`config.mk`:
```
export PLATFORM = sky130hd
export DESIGN_NAME = vreg_cfg_regs
export DESIGN_NICKNAME = d
export VERILOG_FILES = /design/src/rtl/vreg_cfg_pkg.sv /design/src/rtl/vreg_ctrl_file.sv /design/src/rtl/vreg_evt_flags.sv /design/src/rtl/vreg_rd_mux.sv /design/src/rtl/vreg_cfg_regs.sv
export SDC_FILE = /design/constraint.sdc
export NUM_CORES = 1
export LEC_CHECK = 0
export ABC_AREA = 1
export BUFFER_PORTS_ARGS = -buffer_cell sky130_fd_sc_hd__buf_2
export CAP_MARGIN = 20
export CELL_PAD_IN_SITES_DETAIL_PLACEMENT = 1
export CELL_PAD_IN_SITES_GLOBAL_PLACEMENT = 1
export CORE_ASPECT_RATIO = 0.6
export CORE_MARGIN = 2
export CORE_UTILIZATION = 36
export CTS_CLUSTER_DIAMETER = 150
export DETAILED_ROUTE_END_ITERATION = 12
export GPL_ROUTABILITY_DRIVEN = 1
export GPL_TIMING_DRIVEN = 0
export PLACE_DENSITY = 0.75
export SLEW_MARGIN = 20
export SYNTH_ARGS = -nofsm -noshare
export SYNTH_HDL_FRONTEND = slang
export SYNTH_SLANG_ARGS = --single-unit
export TNS_END_PERCENT = 1
```
`constraint.sdc`:
```
create_clock -name clk -period 1.7 [get_ports clk]
set_input_delay 0.085 -clock clk [delete_from_list [all_inputs] [get_ports clk]]
set_output_delay 0.085 -clock clk [all_outputs]
set_load 0.03 [all_outputs]
```
`src/rtl/vreg_cfg_pkg.sv`:
```
// Package: shared constants and field layouts for the regulator register bank.
// Assumes byte-wide registers and an address space of eight locations.
package vreg_cfg_pkg;

    localparam int DATA_W  = 8;
    localparam int ADDR_W  = 3;
    localparam int NUM_EVT = 6;
    localparam int CODE_W  = 2;

    localparam logic [ADDR_W-1:0] A_VCODE = 3'd0;
    localparam logic [ADDR_W-1:0] A_CTLA  = 3'd1;
    localparam logic [ADDR_W-1:0] A_CTLB  = 3'd2;
    localparam logic [ADDR_W-1:0] A_CTLC  = 3'd3;
    localparam logic [ADDR_W-1:0] A_FLAGS = 3'd4;

    // Control A: bit 7 is the self-clearing software reset, not stored.
    typedef struct packed {
        logic              spread;
        logic              sw_en;
        logic              fpwm;
        logic              dischg;
        logic              hiccup;
        logic [CODE_W-1:0] ramp;
    } ctla_t;

    typedef struct packed {
        logic [CODE_W-1:0] range;
        logic [CODE_W-1:0] sstime;
    } ctlb_t;

    typedef struct packed {
        logic single;
        logic pgblank;
    } ctlc_t;

    localparam int CTLA_W = $bits(ctla_t);
    localparam int CTLB_W = $bits(ctlb_t);
    localparam int CTLC_W = $bits(ctlc_t);

    localparam ctla_t CTLA_DFLT = '{spread: 1'b0, sw_en: 1'b1, fpwm: 1'b0,
                                    dischg: 1'b1, hiccup: 1'b0, ramp: 2'b10};
    localparam logic [CODE_W-1:0]  SS_DFLT    = 2'b01;
    localparam ctlc_t              CTLC_DFLT  = '{single: 1'b0, pgblank: 1'b0};
    localparam logic [NUM_EVT-1:0] FLAGS_DFLT = 6'b00_0010;

endpackage

```
`src/rtl/vreg_ctrl_file.sv`:
```
// Module: read/write configuration registers with strapped reset values.
// Assumes wr_en is a one-cycle strobe and that straps are stable while rst_n is low.
module vreg_ctrl_file
    import vreg_cfg_pkg::*;
(
    input  logic                      clk,
    input  logic                      rst_n,
    input  logic                      wr_en,
    input  logic [ADDR_W-1:0]         addr,
    input  logic [DATA_W-1:0]         wr_data,
    input  logic [DATA_W-1:0]         strap_vcode,
    input  logic [CODE_W-1:0]         strap_range,
    output logic                      soft_rst,
    output logic [DATA_W-1:0]         vcode_q,
    output ctla_t                     ctla_q,
    output ctlb_t                     ctlb_q,
    output ctlc_t                     ctlc_q
);

    logic [DATA_W-1:0] strap_vcode_q;
    logic [CODE_W-1:0] strap_range_q;

    // Decode a write of control A with the reset bit set.
    assign soft_rst = wr_en && (addr == A_CTLA) && wr_data[DATA_W-1];

    // Hold the strap levels seen during hardware reset for later software resets.
    always_ff @(posedge clk) begin
        if (!rst_n) begin
            strap_vcode_q <= strap_vcode;
            strap_range_q <= strap_range;
        end
    end

    // Update the configuration registers from reset, software reset or bus writes.
    always_ff @(posedge clk) begin
        if (!rst_n) begin
            vcode_q <= strap_vcode;
            ctla_q  <= CTLA_DFLT;
            ctlb_q  <= '{range: strap_range, sstime: SS_DFLT};
            ctlc_q  <= CTLC_DFLT;
        end else if (soft_rst) begin
            vcode_q <= strap_vcode_q;
            ctla_q  <= CTLA_DFLT;
            ctlb_q  <= '{range: strap_range_q, sstime: SS_DFLT};
            ctlc_q  <= CTLC_DFLT;
        end else if (wr_en) begin
            case (addr)
                A_VCODE: vcode_q <= wr_data;
                A_CTLA:  ctla_q  <= ctla_t'(wr_data[CTLA_W-1:0]);
                A_CTLB:  ctlb_q  <= ctlb_t'(wr_data[CTLB_W-1:0]);
                A_CTLC:  ctlc_q  <= ctlc_t'(wr_data[CTLC_W-1:0]);
                default: ;
            endcase
        end
    end

    // Software reset must leave control A at its defaults on the next cycle.
    p_soft_dflt_r3: assert property (@(posedge clk) disable iff (!rst_n)
        soft_rst |=> (ctla_q == CTLA_DFLT) && (ctlc_q == CTLC_DFLT)
                     && (ctlb_q.sstime == SS_DFLT));

    // Without a write no configuration field may move.
    p_cfg_stable_r12: assert property (@(posedge clk) disable iff (!rst_n)
        !wr_en |=> $stable(vcode_q) && $stable(ctla_q) && $stable(ctlb_q) && $stable(ctlc_q));

endmodule

```
`src/rtl/vreg_evt_flags.sv`:
```
// Module: sticky event flags, cleared by a status read, with a coincident event kept.
// Assumes evt_in pulses are synchronous to clk.
module vreg_evt_flags
    import vreg_cfg_pkg::*;
(
    input  logic               clk,
    input  logic               rst_n,
    input  logic [NUM_EVT-1:0] evt_in,
    input  logic               rd_clr,
    input  logic               soft_rst,
    output logic [NUM_EVT-1:0] flags_q
);

    logic [NUM_EVT-1:0] keep_mask;

    // Select which stored flags survive this cycle.
    assign keep_mask = rd_clr ? '0 : flags_q;

    // Latch events on top of the surviving flags.
    always_ff @(posedge clk) begin
        if (!rst_n || soft_rst) flags_q <= FLAGS_DFLT;
        else                    flags_q <= keep_mask | evt_in;
    end

    // An event always shows up in the following cycle.
    p_evt_latch_r6: assert property (@(posedge clk) disable iff (!rst_n)
        !soft_rst |=> ((flags_q & $past(evt_in)) == $past(evt_in)));

    // After a status read only newly arrived events remain.
    p_clr_on_read_r7: assert property (@(posedge clk) disable iff (!rst_n)
        (rd_clr && !soft_rst) |=> ((flags_q & ~$past(evt_in)) == '0));

    // Without a read a set flag never drops.
    p_flag_hold_r11: assert property (@(posedge clk) disable iff (!rst_n)
        (!rd_clr && !soft_rst) |=> ((flags_q & $past(flags_q)) == $past(flags_q)));

    // Software reset brings the flags back to their power-up pattern.
    p_flag_dflt_r9: assert property (@(posedge clk) disable iff (!rst_n)
        soft_rst |=> (flags_q == FLAGS_DFLT));

endmodule

```
`src/rtl/vreg_rd_mux.sv`:
```
// Module: read-data selector; reserved bits and unlisted addresses read zero.
// Assumes purely combinational use by the bus bridge.
module vreg_rd_mux
    import vreg_cfg_pkg::*;
(
    input  logic [ADDR_W-1:0]  addr,
    input  logic [DATA_W-1:0]  vcode_q,
    input  ctla_t              ctla_q,
    input  ctlb_t              ctlb_q,
    input  ctlc_t              ctlc_q,
    input  logic [NUM_EVT-1:0] flags_q,
    output logic [DATA_W-1:0]  rd_data
);

    // Pick the addressed register and zero-extend it.
    always_comb begin
        case (addr)
            A_VCODE: rd_data = vcode_q;
            A_CTLA:  rd_data = {{(DATA_W-CTLA_W){1'b0}}, ctla_q};
            A_CTLB:  rd_data = {{(DATA_W-CTLB_W){1'b0}}, ctlb_q};
            A_CTLC:  rd_data = {{(DATA_W-CTLC_W){1'b0}}, ctlc_q};
            A_FLAGS: rd_data = {{(DATA_W-NUM_EVT){1'b0}}, flags_q};
            default: rd_data = '0;
        endcase
    end

endmodule

```
`src/rtl/vreg_cfg_regs.sv`:
```
// Module: top of the regulator register bank; ties the register file, the
// event flags and the read selector together and decodes the output fields.
// Assumes wr_en and rd_en are never high in the same cycle.
module vreg_cfg_regs
    import vreg_cfg_pkg::*;
(
    input  logic        clk,
    input  logic        rst_n,
    input  logic [2:0]  bus_addr,
    input  logic        wr_en,
    input  logic [7:0]  wr_data,
    input  logic        rd_en,
    output logic [7:0]  rd_data,
    input  logic [7:0]  strap_vcode,
    input  logic [1:0]  strap_range,
    input  logic [5:0]  evt_in,
    input  logic        mode_pin,
    output logic [7:0]  vcode,
    output logic [1:0]  range_sel,
    output logic [1:0]  ss_sel,
    output logic [1:0]  ramp_sel,
    output logic        spread_en,
    output logic        sw_en,
    output logic        fpwm_on,
    output logic        dischg_en,
    output logic        hiccup_en,
    output logic        single_op,
    output logic        pg_blank
);

    logic               soft_rst;
    logic               rd_clr;
    ctla_t              ctla_q;
    ctlb_t              ctlb_q;
    ctlc_t              ctlc_q;
    logic [NUM_EVT-1:0] flags_q;

    // A read strobe on the status address clears the flags.
    assign rd_clr = rd_en && (bus_addr == A_FLAGS);

    vreg_ctrl_file u_ctrl (
        .clk         (clk),
        .rst_n       (rst_n),
        .wr_en       (wr_en),
        .addr        (bus_addr),
        .wr_data     (wr_data),
        .strap_vcode (strap_vcode),
        .strap_range (strap_range),
        .soft_rst    (soft_rst),
        .vcode_q     (vcode),
        .ctla_q      (ctla_q),
        .ctlb_q      (ctlb_q),
        .ctlc_q      (ctlc_q)
    );

    vreg_evt_flags u_flags (
        .clk      (clk),
        .rst_n    (rst_n),
        .evt_in   (evt_in),
        .rd_clr   (rd_clr),
        .soft_rst (soft_rst),
        .flags_q  (flags_q)
    );

    vreg_rd_mux u_mux (
        .addr    (bus_addr),
        .vcode_q (vcode),
        .ctla_q  (ctla_q),
        .ctlb_q  (ctlb_q),
        .ctlc_q  (ctlc_q),
        .flags_q (flags_q),
        .rd_data (rd_data)
    );

    // Fan the stored fields out to the regulator control ports.
    assign range_sel = ctlb_q.range;
    assign ss_sel    = ctlb_q.sstime;
    assign ramp_sel  = ctla_q.ramp;
    assign spread_en = ctla_q.spread;
    assign sw_en     = ctla_q.sw_en;
    assign dischg_en = ctla_q.dischg;
    assign hiccup_en = ctla_q.hiccup;
    assign single_op = ctlc_q.single;
    assign pg_blank  = ctlc_q.pgblank;
    assign fpwm_on   = ctla_q.fpwm | mode_pin;

    // The bridge contract: never a read and a write together.
    p_bus_excl_r1: assert property (@(posedge clk) disable iff (!rst_n)
        !(wr_en && rd_en));

endmodule

```
Yosys cells after proc, flatten, opt, wreduce, memory -nomap -nowiden --
Index checks and enable logic that the tools add are counted.
Cells by class: equal/unequal tests 7, mux-type cells 10, bitwise gates (word level) 3, reductions and logical operators 12
Operators with widths (number):
- one-hot mux 8 bit (5 select lines) | 1
- two-way mux 8 bit | 4
- two-way mux 4 bit | 4
- AND reduction 2 bit | 5
- inequality test 3 x 1 -> 1 bit (second input constant) | 3
- == test 3 x 2 -> 1 bit (second input constant) | 2
- two-way mux 6 bit | 1
- bitwise OR 6 bit | 1
- == test 3 x 1 -> 1 bit (second input constant) | 1
- == test 3 bit (second input constant) | 1
- logical AND 1 bit | 3
- zero test 3 bit | 1
- OR reduction 2 bit | 1
- zero test 1 bit | 1
- logical OR 1 bit | 1
- inverter 1 bit | 1
- bitwise OR 1 bit | 1
Storage, ports and cells: bits in registers 37, input bits 32, output and inout bits 29, word-level logic and storage cells 46

Logic depth before layout (Yosys ltp) --
Gate-level depths: netlist (run 1).
depth in word-level cells 5, gate-level depth with buffers 7, gate-level depth less buffers 7

Hierarchy --
A second synthesis (run 1) with hierarchy kept.
Unflattened totals: cell total of the unflattened synthesis 251, area total of the unflattened synthesis 1943.1 µm²
Modules (own cells, without submodules):
- vreg_ctrl_file | times used 1, cells an instance 155, area each 1420.1 µm², sequential area each 820.8 µm²
- vreg_rd_mux | times used 1, cells an instance 63, area each 290.3 µm², sequential area each 0.0 µm²
- vreg_evt_flags | times used 1, cells an instance 27, area each 207.7 µm², sequential area each 120.1 µm²
- vreg_cfg_regs | times used 1, cells an instance 6, area each 25.0 µm², sequential area each 0.0 µm²

Least setup slack after synthesis (run 1) --
Ideal clock, no wire load.
path kind input-to-reg, start input port wr_data[7], end register u_ctrl.vcode_q[0] (enable), setup time 378 ps, arrival time 1132 ps, required time 1322 ps, setup slack 190 ps, stages on the path 4, buffers on the path 2, cells stage by stage buf_1 -> nand4_4 -> buf_6 -> a31oi_1
Between the ends: longest elaborated chain between the ends 3, elaborated cells on any way between the ends 4
RTL lines:
- start, declared | RTL line vreg_cfg_regs.sv:11 | input logic [7:0] wr_data,
- logical AND 1 bit * | RTL line vreg_ctrl_file.sv:24 | assign soft_rst = wr_en && (addr == A_CTLA) && wr_data[DATA_W-1];
- inequality test 3 x 1 -> 1 bit (no line)
- AND reduction 2 bit (no line) *
- end signal, assigned | RTL line vreg_ctrl_file.sv:37 | vcode_q <= strap_vcode;
- end signal, assigned | RTL line vreg_ctrl_file.sv:42 | vcode_q <= strap_vcode_q;
- end signal, assigned | RTL line vreg_ctrl_file.sv:48 | A_VCODE: vcode_q <= wr_data;
- end, declared | RTL line vreg_ctrl_file.sv:14 | output logic [DATA_W-1:0] vcode_q,
Every way passes the cells marked *; elsewhere a longest branch is shown, timed or not. A chain may end at the register's enable or synchronous reset.

Worst setup path in the final report (run 1) --
start input port bus_addr[0], end register u_ctrl.vcode_q[1] (enable)
Between the ends: longest elaborated chain between the ends 5, elaborated cells on any way between the ends 7
RTL lines:
- start, declared | RTL line vreg_cfg_regs.sv:9 | input logic [2:0] bus_addr,
- == test 3 x 1 -> 1 bit | RTL line vreg_ctrl_file.sv:24
- logical AND 1 bit (2 in series) | RTL line vreg_ctrl_file.sv:24
- inequality test 3 x 1 -> 1 bit (no line)
- AND reduction 2 bit (no line) *
Marked as above.

==> impl_metrics.yaml, run 1 <==
die:
  die_h_um: 59.6
  io_pins: 61
  core-area_um2: 5000
  std_cell_rows: 20
  die-area_um2: 5770
  die_w_um: 96.7
  initial_core_util_pct: 37.1
detailed_routing:
  remaining_drc_errors: 0
  via_per_inst: 4.82
  drt_iter0_markers: 62
  wl_um: 5820
  dr.pass1.iters: 4
  wl_per_cell_um: 15.6
  via_count: 1794
  ant_nets: 0
synth:
  synthFlopType: "edfxtp_1"
  synth_commonest_cells: "74 x nand2_1, 24 x inv_1, 20 x edfxtp_1, 17 x dfxtp_1, 15 x nor2_1"
  synth_area_um2: 1860
  ys_seq_area_share_pct: 50.7
  ys_top_cells_by_area: "edfxtp_1 32%, dfxtp_1 18%, nand2_1 15%"
  synthCells: 224
  yosys.area.top_type: "edfxtp_1"
  yosysMostFrequentCell: "nand2_1"
  ys_warn_count: 0
  synth-seq-cells: 37
  netlist.area_leader.share_pct: 32.3
  async_reset_ff_share_pct: 0
  synth_edf_count: 20
  synth_nets: 256
  synth.distinct_cells: 27
  syn_avg_cell_area_um2: 8.29
critical_path:
  timing.rr.end: "u_ctrl.vcode_q[5]"
  crit_start: "bus_addr[0]"
  reg2reg_from: "u_ctrl.strap_vcode_q[5]"
  reg2reg_setup_slack_ps: 740
  cp_max_fo: 8
  crit_chain: "buf_2, nor3_2, inv_1, a31oi_2"
  cp.required_ps: 1640
  arrival_ps: 1540
  slowest_stage: "a31oi_2"
  critPathKind: "in2reg"
  slowest_delay_ps: 580
  crit_path_end: "u_ctrl.vcode_q[1]"
  critPathCaptureType: "flip-flop"
  worstRegToRegCells: 4
  start_kind: "input pin"
timing:
  setup_viol: 0
  slew_headroom_pct: 58.5
  layout_min_cycle_time_ps: 1610
  fin_skew_ps: 0.716
  finalCritPeriodShare_pct: 94.4
  worstMarginPinSlew_ps: 621
  finalMaxSlewViolations: 0
  clock.fmax_ghz: 0.623
  hold_violations: 0
  grt_setup_unrepaired: "false"
clock_tree:
  cts.sinks: 37
  clockBufferDepth: 2
  cts_tree: "yes"
  clk_pin_slew_ps: 80
  cts_buffers: 5
  clk_latency_ps: 290
  cts.htree.levels: 2
  cts_setup_buffers: 0
  cts_root_buf: "clkbuf_8"
status:
  status: "complete, no violations"
placed_design:
  dp_hpwl_um: 4220
  dp_cells: 348
  gp_congestion: 0.784
  port_buffers: 58
grt:
  grt_max_degree: 20
  grt_pass1_wl_um: 9270
  grt_pass1_vias: 1842
  antenna_found_initial: 0
  grt_overflow: 0
  grt.total_usage_pct: 21.5
cells_and_area:
  nNetsFinal: 337
  antennaDiodeCount: 0
  nFillCells: 630
  post_route_cells_drive_above_1_share_pct: 32.0
  area_growth_syn_to_layout_pct: 35.0
  final_cells: 372
flow_run:
  cap_violations: 0
min_path:
  hold_path.class: "in2reg"
power:
  powerDensity_nw_per_um2: 870
  leakagePower_nw: 1.18
  ir_worst_vdd_v: 0.000359
  finalPower_mw: 2.18
==> layer usage <==
metal  track usage, %  up-vias  share of wire [%]
met1             28.5      855                 47
met5                0        -                  0
met2             35.3       54                 45
met4             7.24        0                1.1
li1                 -      879                  -
met3             5.42        6                6.2
==> critical path, delay by kind of cell <==
family	cells	cell delay, ps
and+or+nand+nor	1	530
buffers and inverters	2	350
AOI/OAI and AO/OA	1	580
==> placed cells by master (no fill, tap or decap) <==
cell and count:
clkbuf_8 5, nand3_1 13, nor3_4 1, inv_1 24
clkinvlp_4 1, a21oi_2 5, bufinv_16 1, nand4_1 13
buf_2 60, nor2_1 15, dfxtp_1 17, buf_4 3
a21oi_1 8, nand2_1 74, clkinv_1 3, nand2_4 1
o21ai_0 1, nand2_2 5, nor2_4 3, a31oi_2 1
nand4_4 1, clkinv_2 1, a22o_1 1, buf_1 2
nor3_2 1, buf_6 2, edfxtp_1 20, nor2_2 3
a31oi_1 1, dlygate4sd3_1 16, or2_2 1, inv_2 3
==> what timing repair did <==
| item | CTS | global route |
|---|---|---|
| endpoints found under the setup margin | 8 | 0 |
| hold buffers | 16 | 0 |
| resized for setup | 1 | 0 |
| endpoints found under the hold margin | 16 | 0 |
==> power breakdown <==
group | internal [mW] | leakage (nW) | total, mW | switching (mW)
sequential | 1.00 | 0.335 | 1.03 | 0.0259
clock | 0.432 | 0.0518 | 0.775 | 0.343
combinational | 0.129 | 0.791 | 0.376 | 0.247
==> logic make-up after synthesis <==
kind of cell	synth area share (%)
compound gates	5.93
buf+inv	9.50
flops	50.7
simple gates	33.9
==> worst min-delay path by stage <==
| stage | from | end | slack [ps] | cells after the start |
|---|---|---|---|---|
| finish | wr_data[5] | u_ctrl.ctla_q[5] | 50 | 3 |
| CTS | wr_data[4] | u_ctrl.ctla_q[4] | 40 | 3 |
| floorplan | evt_in[1] | u_flags.flags_q[1] | 170 | 2 |
| global placement | evt_in[1] | u_flags.flags_q[1] | 270 | 3 |
| global route | wr_data[4] | u_ctrl.ctla_q[4] | 50 | 3 |
| detailed placement | evt_in[1] | u_flags.flags_q[1] | 270 | 3 |
==> state kept, by name, summed over array words and instances (netlist names) <==
name / count
u_ctrl.ctla_q: 7
u_ctrl.strap_range_q: 2
u_ctrl.strap_vcode_q: 8
u_ctrl.ctlc_q: 2
u_ctrl.vcode_q: 8
u_ctrl.ctlb_q: 4
u_flags.flags_q: 6
==> metrics by stage <==
stage | TNS (ps) | hold WS [ps] | worst slack [ps] | util [%] | area [µm²]
global placement | -3480 | 266 | -436 | 44.6 | 2230
global route | 0 | 54.3 | 47.9 | 50.1 | 2510
finish | 0 | 47.2 | 94.6 | 50.1 | 2510
CTS | 0 | 43.3 | 84.8 | 50.1 | 2510
detailed placement | -3600 | 267 | -450 | 44.6 | 2230
floorplan | 0 | 173 | 190 | - | 1860
==> layout make-up <==
type / instances / area, µm² / share of cell area [%]
multi-input cells: 148 / 746 / 29.8
well taps: 66 / 82.6 / 3.30
repair buffers: 74 / 450 / 18.0
clock buffers: 5 / 68.8 / 2.75
inverters: 30 / 114 / 4.54
flip-flops and latches: 37 / 941 / 37.5
clock inverters: 3 / 41.3 / 1.65
plain buffers: 9 / 62.6 / 2.50
Power figures use the tool's default switching activity.
==> inputs of run 2 (changes only) <==
Settings changed: PLACE_DENSITY 0.75 to not set, PLACE_DENSITY_LB_ADDON set to 0.1, SKIP_LAST_GASP set to 1.
Clock period 1.7 ns to 1.65 ns, I/O delays scaled along.
==> run 2 against run 1 <==
  * The flow now finishes with violations (negative hold slack)
  * Via count down 0.72%
  * Core utilization down 0.98 points
  * Clock power down 18%
  * Critical path type unchanged
==> impl_metrics.yaml, run 2 (synthesis results as in run 1) <==
status:
  status: "finished with violations"
  violations: "negative hold slack"
power:
  powerDensity_nw_per_um2: 844
  finalPower_mw: 2.07
  leakagePower_nw: 1.16
  ir_worst_vdd_v: 0.000337
placed_design:
  dp_hpwl_um: 4220
  port_buffers: 58
  gp_congestion: 0.762
  dp_cells: 348
detailed_routing:
  via_per_inst: 4.83
  dr.pass1.iters: 4
  remaining_drc_errors: 0
  drt_iter0_markers: 53
  ant_nets: 0
  wl_um: 5560
  via_count: 1781
  wl_per_cell_um: 15.1
cells_and_area:
  final_cell_mix: "74 x nand2_1, 60 x buf_2, 24 x inv_1"
  area_growth_syn_to_layout_pct: 32.3
  final_cells: 369
  final_common_cell: "nand2_1"
  post_route_cells_drive_above_1_share_pct: 32.3
  antennaDiodeCount: 0
  final_util_pct: 49.1
  top_regs: "u_ctrl.strap_vcode_q x8, u_ctrl.vcode_q x8, u_ctrl.ctla_q x7"
  nNetsFinal: 334
die:
  initial_core_util_pct: 37.1
  core-area_um2: 5000
  std_cell_rows: 20
  die-area_um2: 5770
  die_h_um: 59.6
  io_pins: 61
  die_w_um: 96.7
min_path:
  holdPathEnd: "u_flags.flags_q[3]"
  hold_path.class: "in2reg"
  hp-start: "evt_in[3]"
  holdPathStages: 3
critical_path:
  cp.required_ps: 1600
  worstRegToRegCells: 4
  critPathKind: "in2reg"
  reg2reg_setup_slack_ps: 670
  reg2reg_from: "u_ctrl.strap_vcode_q[4]"
  start_kind: "input pin"
  cp_max_fo: 8
  arrival_ps: 1360
  critPathCaptureType: "flip-flop"
  timing.rr.end: "u_ctrl.vcode_q[4]"
  slowest_stage: "nor3_2"
  crit_chain: "buf_2, nor3_2, inv_1, a31oi_4"
  slowest_delay_ps: 540
grt:
  grt_pass1_wl_um: 9070
  grt_overflow: 0
  antenna_found_initial: 0
  grt_max_degree: 20
  grt_pass1_vias: 1804
  grt.total_usage_pct: 20.5
clock_tree:
  cts.sinks: 37
  clk_pin_slew_ps: 70
  clockBufferDepth: 2
  cts_tree: "yes"
  cts_root_buf: "clkbuf_8"
  cts_buffers: 5
  cts_setup_buffers: 0
  clk_latency_ps: 290
  cts.htree.levels: 2
timing:
  setup_viol: 0
  worstMarginPinSlew_ps: 603
  clock.fmax_ghz: 0.711
  fin_skew_ps: 7.68
  layout_min_cycle_time_ps: 1410
  finalCritPeriodShare_pct: 85.2
  fin_tns_setup_ps: 0
  hold_violations: 1
  grt_setup_unrepaired: "false"
  slew_headroom_pct: 59.5
  finalMaxSlewViolations: 0
  holdWs_ps: -1.95
flow_run:
  cap_violations: 0
## run 2: cell types whose count changed in the layout (fill, tap and decap cells not counted), sizes merged
cell and change:
bufinv -1, clkbuf +1, clkinv +1, clkinvlp -1
dlygate4sd3 -3
## run 2: through the flow
step                      worst slack (ps)  instance area [µm²]
after CTS                             63.6                 2450
final                                  244                 2460
after global placement                -532                 2230
after detailed placement              -537                 2230
after floorplan                        143                 1860
after global routing                   128                 2460
## run 2: worst max-delay path by stage
stage | to | cells after the start | startpoint | slack [ps]
after CTS | u_ctrl.vcode_q[1] | 4 | bus_addr[0] | 60
after global placement | u_ctrl.vcode_q[6] | 4 | bus_addr[0] | -530
after global routing | u_ctrl.vcode_q[1] | 4 | rst_n | 130
after detailed placement | u_ctrl.vcode_q[6] | 4 | bus_addr[0] | -540
after floorplan | u_ctrl.vcode_q[0] | 4 | wr_data[7] | 140
final | u_ctrl.vcode_q[1] | 4 | bus_addr[0] | 240
## run 2: timing repair
| action | CTS | global route |
|---|---|---|
| endpoints found under the hold margin | 13 | 0 |
| setup endpoints to repair | 8 | 8 |
| resized for setup | 1 | 1 |
| pin swaps | 0 | 0 |
| hold buffers | 13 | 0 |
## run 2: per-layer routing
| metal | vias up | part of all wire [%] | GRT usage [%] |
|---|---|---|---|
| li1 | 876 | - | - |
| met1 | 852 | 50 | 28.1 |
| met2 | 43 | 44 | 32.6 |
| met3 | 10 | 4.4 | 5.19 |
| met4 | 0 | 1.4 | 6.24 |
| met5 | - | 0 | 0 |
## run 2: where the power goes
group	switching (mW)	internal, mW	total [mW]
registers	0.0265	1.03	1.06
logic	0.251	0.129	0.380
clock network	0.340	0.293	0.633
total	0.617	1.46	2.07
## run 2: final cells by class
class,instances,area (µm²)
buffer,9,62.6
clock buffer,6,72.6
clock inverter,2,10.0
fill,648,2550
inverter,30,114
multi-input combinational,148,754
sequential,37,941
tap,66,82.6
timing repair buffer,71,420
## run 2: worst max-delay path, delay by kind of cell
kind / cells / cell delay (ps)
AOI/OAI and AO/OA: 1 / 400
and+or+nand+nor: 1 / 540
buffers and inverters: 2 / 340
==> inputs of run 3 (changes only) <==
Settings changed: SYNTH_HIERARCHICAL set to 1, TNS_END_PERCENT 1 to 5.
==> run 3 against run 2 <==
  * The flow now finishes without violations
  * Clock-buffer cell count unchanged
  * Synthesized cell count up 12%
  * Clock power down 1%
  * Register-to-register slack better by 30 ps
  * Global-route usage down 0.64 points
  * Highest routed layer unchanged
  * Clock skew down 4.9 ps
  * Fmax up 11%
  * Sequential share of layout area down 0.93 points
  * Area after synthesis up 4.6%
  * Critical path depth up 1
==> impl_metrics.yaml, run 3 <==
power:
  ir_worst_vdd_v: 0.000356
  powerDensity_nw_per_um2: 825
  finalPower_mw: 2.08
  leakagePower_nw: 1.31
detailed_routing:
  dr.pass1.iters: 4
  wl_per_cell_um: 14.0
  via_count: 1886
  via_per_inst: 4.76
  ant_nets: 0
  wl_um: 5560
  drt_iter0_markers: 62
  remaining_drc_errors: 0
min_path:
  holdPathEnd: "u_flags/flags_q[3]"
  holdPathStages: 3
  hold_path.class: "in2reg"
  hp-start: "evt_in[3]"
placed_design:
  gp_congestion: 0.761
  port_buffers: 60
  dp_hpwl_um: 4370
  dp_slack_ps: 83.1
critical_path:
  worstRegToRegCells: 4
  reg2reg_from: "u_ctrl/strap_vcode_q[1]"
  cp.required_ps: 1570
  critPathCaptureType: "primary output"
  arrival_ps: 1190
  critPathKind: "reg2out"
  reg2reg_setup_slack_ps: 700
  crit_start: "u_ctrl/vcode_q[1]"
  timing.rr.end: "u_ctrl/vcode_q[1]"
  start_kind: "flip-flop"
  cp_max_fo: 2
grt:
  antenna_found_initial: 0
  grt_max_degree: 20
  grt_pass1_vias: 1837
  grt_overflow: 0
  grt_pass1_wl_um: 9140
  grt.total_usage_pct: 19.9
synth:
  synthXorXnorAreaFrac_pct: 0
  synth-seq-cells: 37
  synth_top_family_by_area: "simple AND/OR/NAND/NOR gates"
  synth_compound_area_share_pct: 4.76
  synthCells: 251
  yosysMostFrequentCell: "nand2_1"
  synth_commonest_cells: "90 x nand2_1, 32 x inv_1, 20 x edfxtp_1, 18 x nand3_1, 17 x dfxtp_1"
  synth_nets: 283
  synth_mux_area_share_pct: 0
  synth.distinct_cells: 24
  synthFlopType: "edfxtp_1"
  syn_avg_cell_area_um2: 7.74
  async_reset_ff_share_pct: 0
  synth_edf_count: 20
  ys_warn_count: 6
  ys_seq_area_share_pct: 48.4
  synthAdderAreaFrac_pct: 0
  synth_area_um2: 1940
  yosys.area_share.simple_pct: 36.0
  yosys.area.top_type: "edfxtp_1"
  netlist.area_leader.share_pct: 30.9
  ys_top_cells_by_area: "edfxtp_1 31%, dfxtp_1 18%, nand2_1 17%"
clock_tree:
  cts_tree: "yes"
  cts_root_buf: "clkbuf_8"
  cts_buffers: 5
  ctsResizeCount: 0
  clockBufferDepth: 2
  clk_pin_slew_ps: 80
  clk_latency_ps: 290
  cts.htree.levels: 2
  cts.sinks: 37
die:
  die_h_um: 60.9
  initial_core_util_pct: 37.9
  die-area_um2: 6020
  die_w_um: 98.8
  std_cell_rows: 20
  io_pins: 61
  core-area_um2: 5130
cells_and_area:
  area_growth_syn_to_layout_pct: 29.6
  post_route_cells_drive_above_1_share_pct: 28.8
  nFillCells: 665
  top_regs: "u_ctrl/strap_vcode_q x8, u_ctrl/vcode_q x8, u_ctrl/ctla_q x7"
  antennaDiodeCount: 0
  nNetsFinal: 361
  final_cell_mix: "90 x nand2_1, 60 x buf_2, 32 x inv_1"
  final_common_cell: "nand2_1"
timing:
  finalCritPeriodShare_pct: 76.9
  worstMarginPinSlew_ps: 914
  clock.fmax_ghz: 0.788
  layout_setup_ws_ps: 381
  hold_violations: 0
  finalMaxSlewViolations: 0
  fin_tns_setup_ps: 0
  slew_headroom_pct: 39.1
  fin_skew_ps: 2.78
  layout_min_cycle_time_ps: 1270
  grt_setup_unrepaired: "false"
  setup_viol: 0
flow_run:
  cap_violations: 0
status:
  status: "complete, no violations"
[run 3: changes by cell type after synthesis, sizes merged, moves of 2 or more]
cell / before / now
inv: 27 / 40
nor2: 21 / 12
buf: 9 / 3
nand3: 13 / 21
a31oi: 2 / 0
nand2: 80 / 95
o21ai: 1 / 5
clkbuf: 0 / 3
[run 3: where the power goes]
part	total (mW)	internal, mW	switching [mW]
clock	0.625	0.293	0.331
sequential	1.06	1.03	0.0271
combinational	0.392	0.130	0.263
total	2.08	1.46	0.621
[run 3: critical path: stages, from the launching register on]
cell and delay [ps]:
edfxtp_1 420, nand3_1 100, nand2_1 70, nor2_1 80
nand2_1 50, buf_2 170
[run 3: cell families after synthesis]
group | after synthesis
flip-flops | 37
AO/OA/AOI/OAI | 17
buffers and inverters | 49
AND/OR/NAND/NOR | 148
[run 3: through the flow]
stage | utilization, % | cells | hold WS [ps] | cell area (µm²)
floorplan | - | 251 | 174 | 1940
detailed placement | 45.3 | 377 | 270 | 2330
CTS | 49.1 | 396 | 18.0 | 2520
global placement | 45.3 | 377 | 259 | 2330
global route | 49.1 | 396 | 33.2 | 2520
finish | 49.1 | 396 | 22.9 | 2520
[run 3: area by class of cell]
type                            count  area, µm²  area share [%]
Buffer                              6       45.0            1.79
Sequential cell                    37        941            37.4
Clock buffer                        6       72.6            2.88
Tap cell                           66       82.6            3.28
Clock inverter                      2       10.0           0.397
Timing Repair Buffer               71        410            16.3
Multi-Input combinational cell    165        792            31.4
Inverter                           43        165            6.56
[run 3: worst max path at each step]
stage | to | slack (ps)
floorplan | rd_data[2] | 590
global placement | u_ctrl/vcode_q[4] | 80
detailed placement | u_ctrl/vcode_q[6] | 80
CTS | rd_data[1] | 360
global route | u_ctrl/vcode_q[1] | 260
finish | rd_data[1] | 380
[run 3: timing repair]
item                                    in CTS  in global routing
setup buffers                                0                  0
endpoints found under the setup margin       0                  0
hold endpoints to repair                    11                  0
hold buffers                                11                  0
[run 3: metal layers]
layer / vias up / wire, µm / track usage, %
met1: 864 / 2960 / 29.7
met2: 59 / 2250 / 30.2
met5: - / 0 / 0
met3: 5 / 316 / 3.46
li1: 958 / - / -
met4: 0 / 35 / 5.09
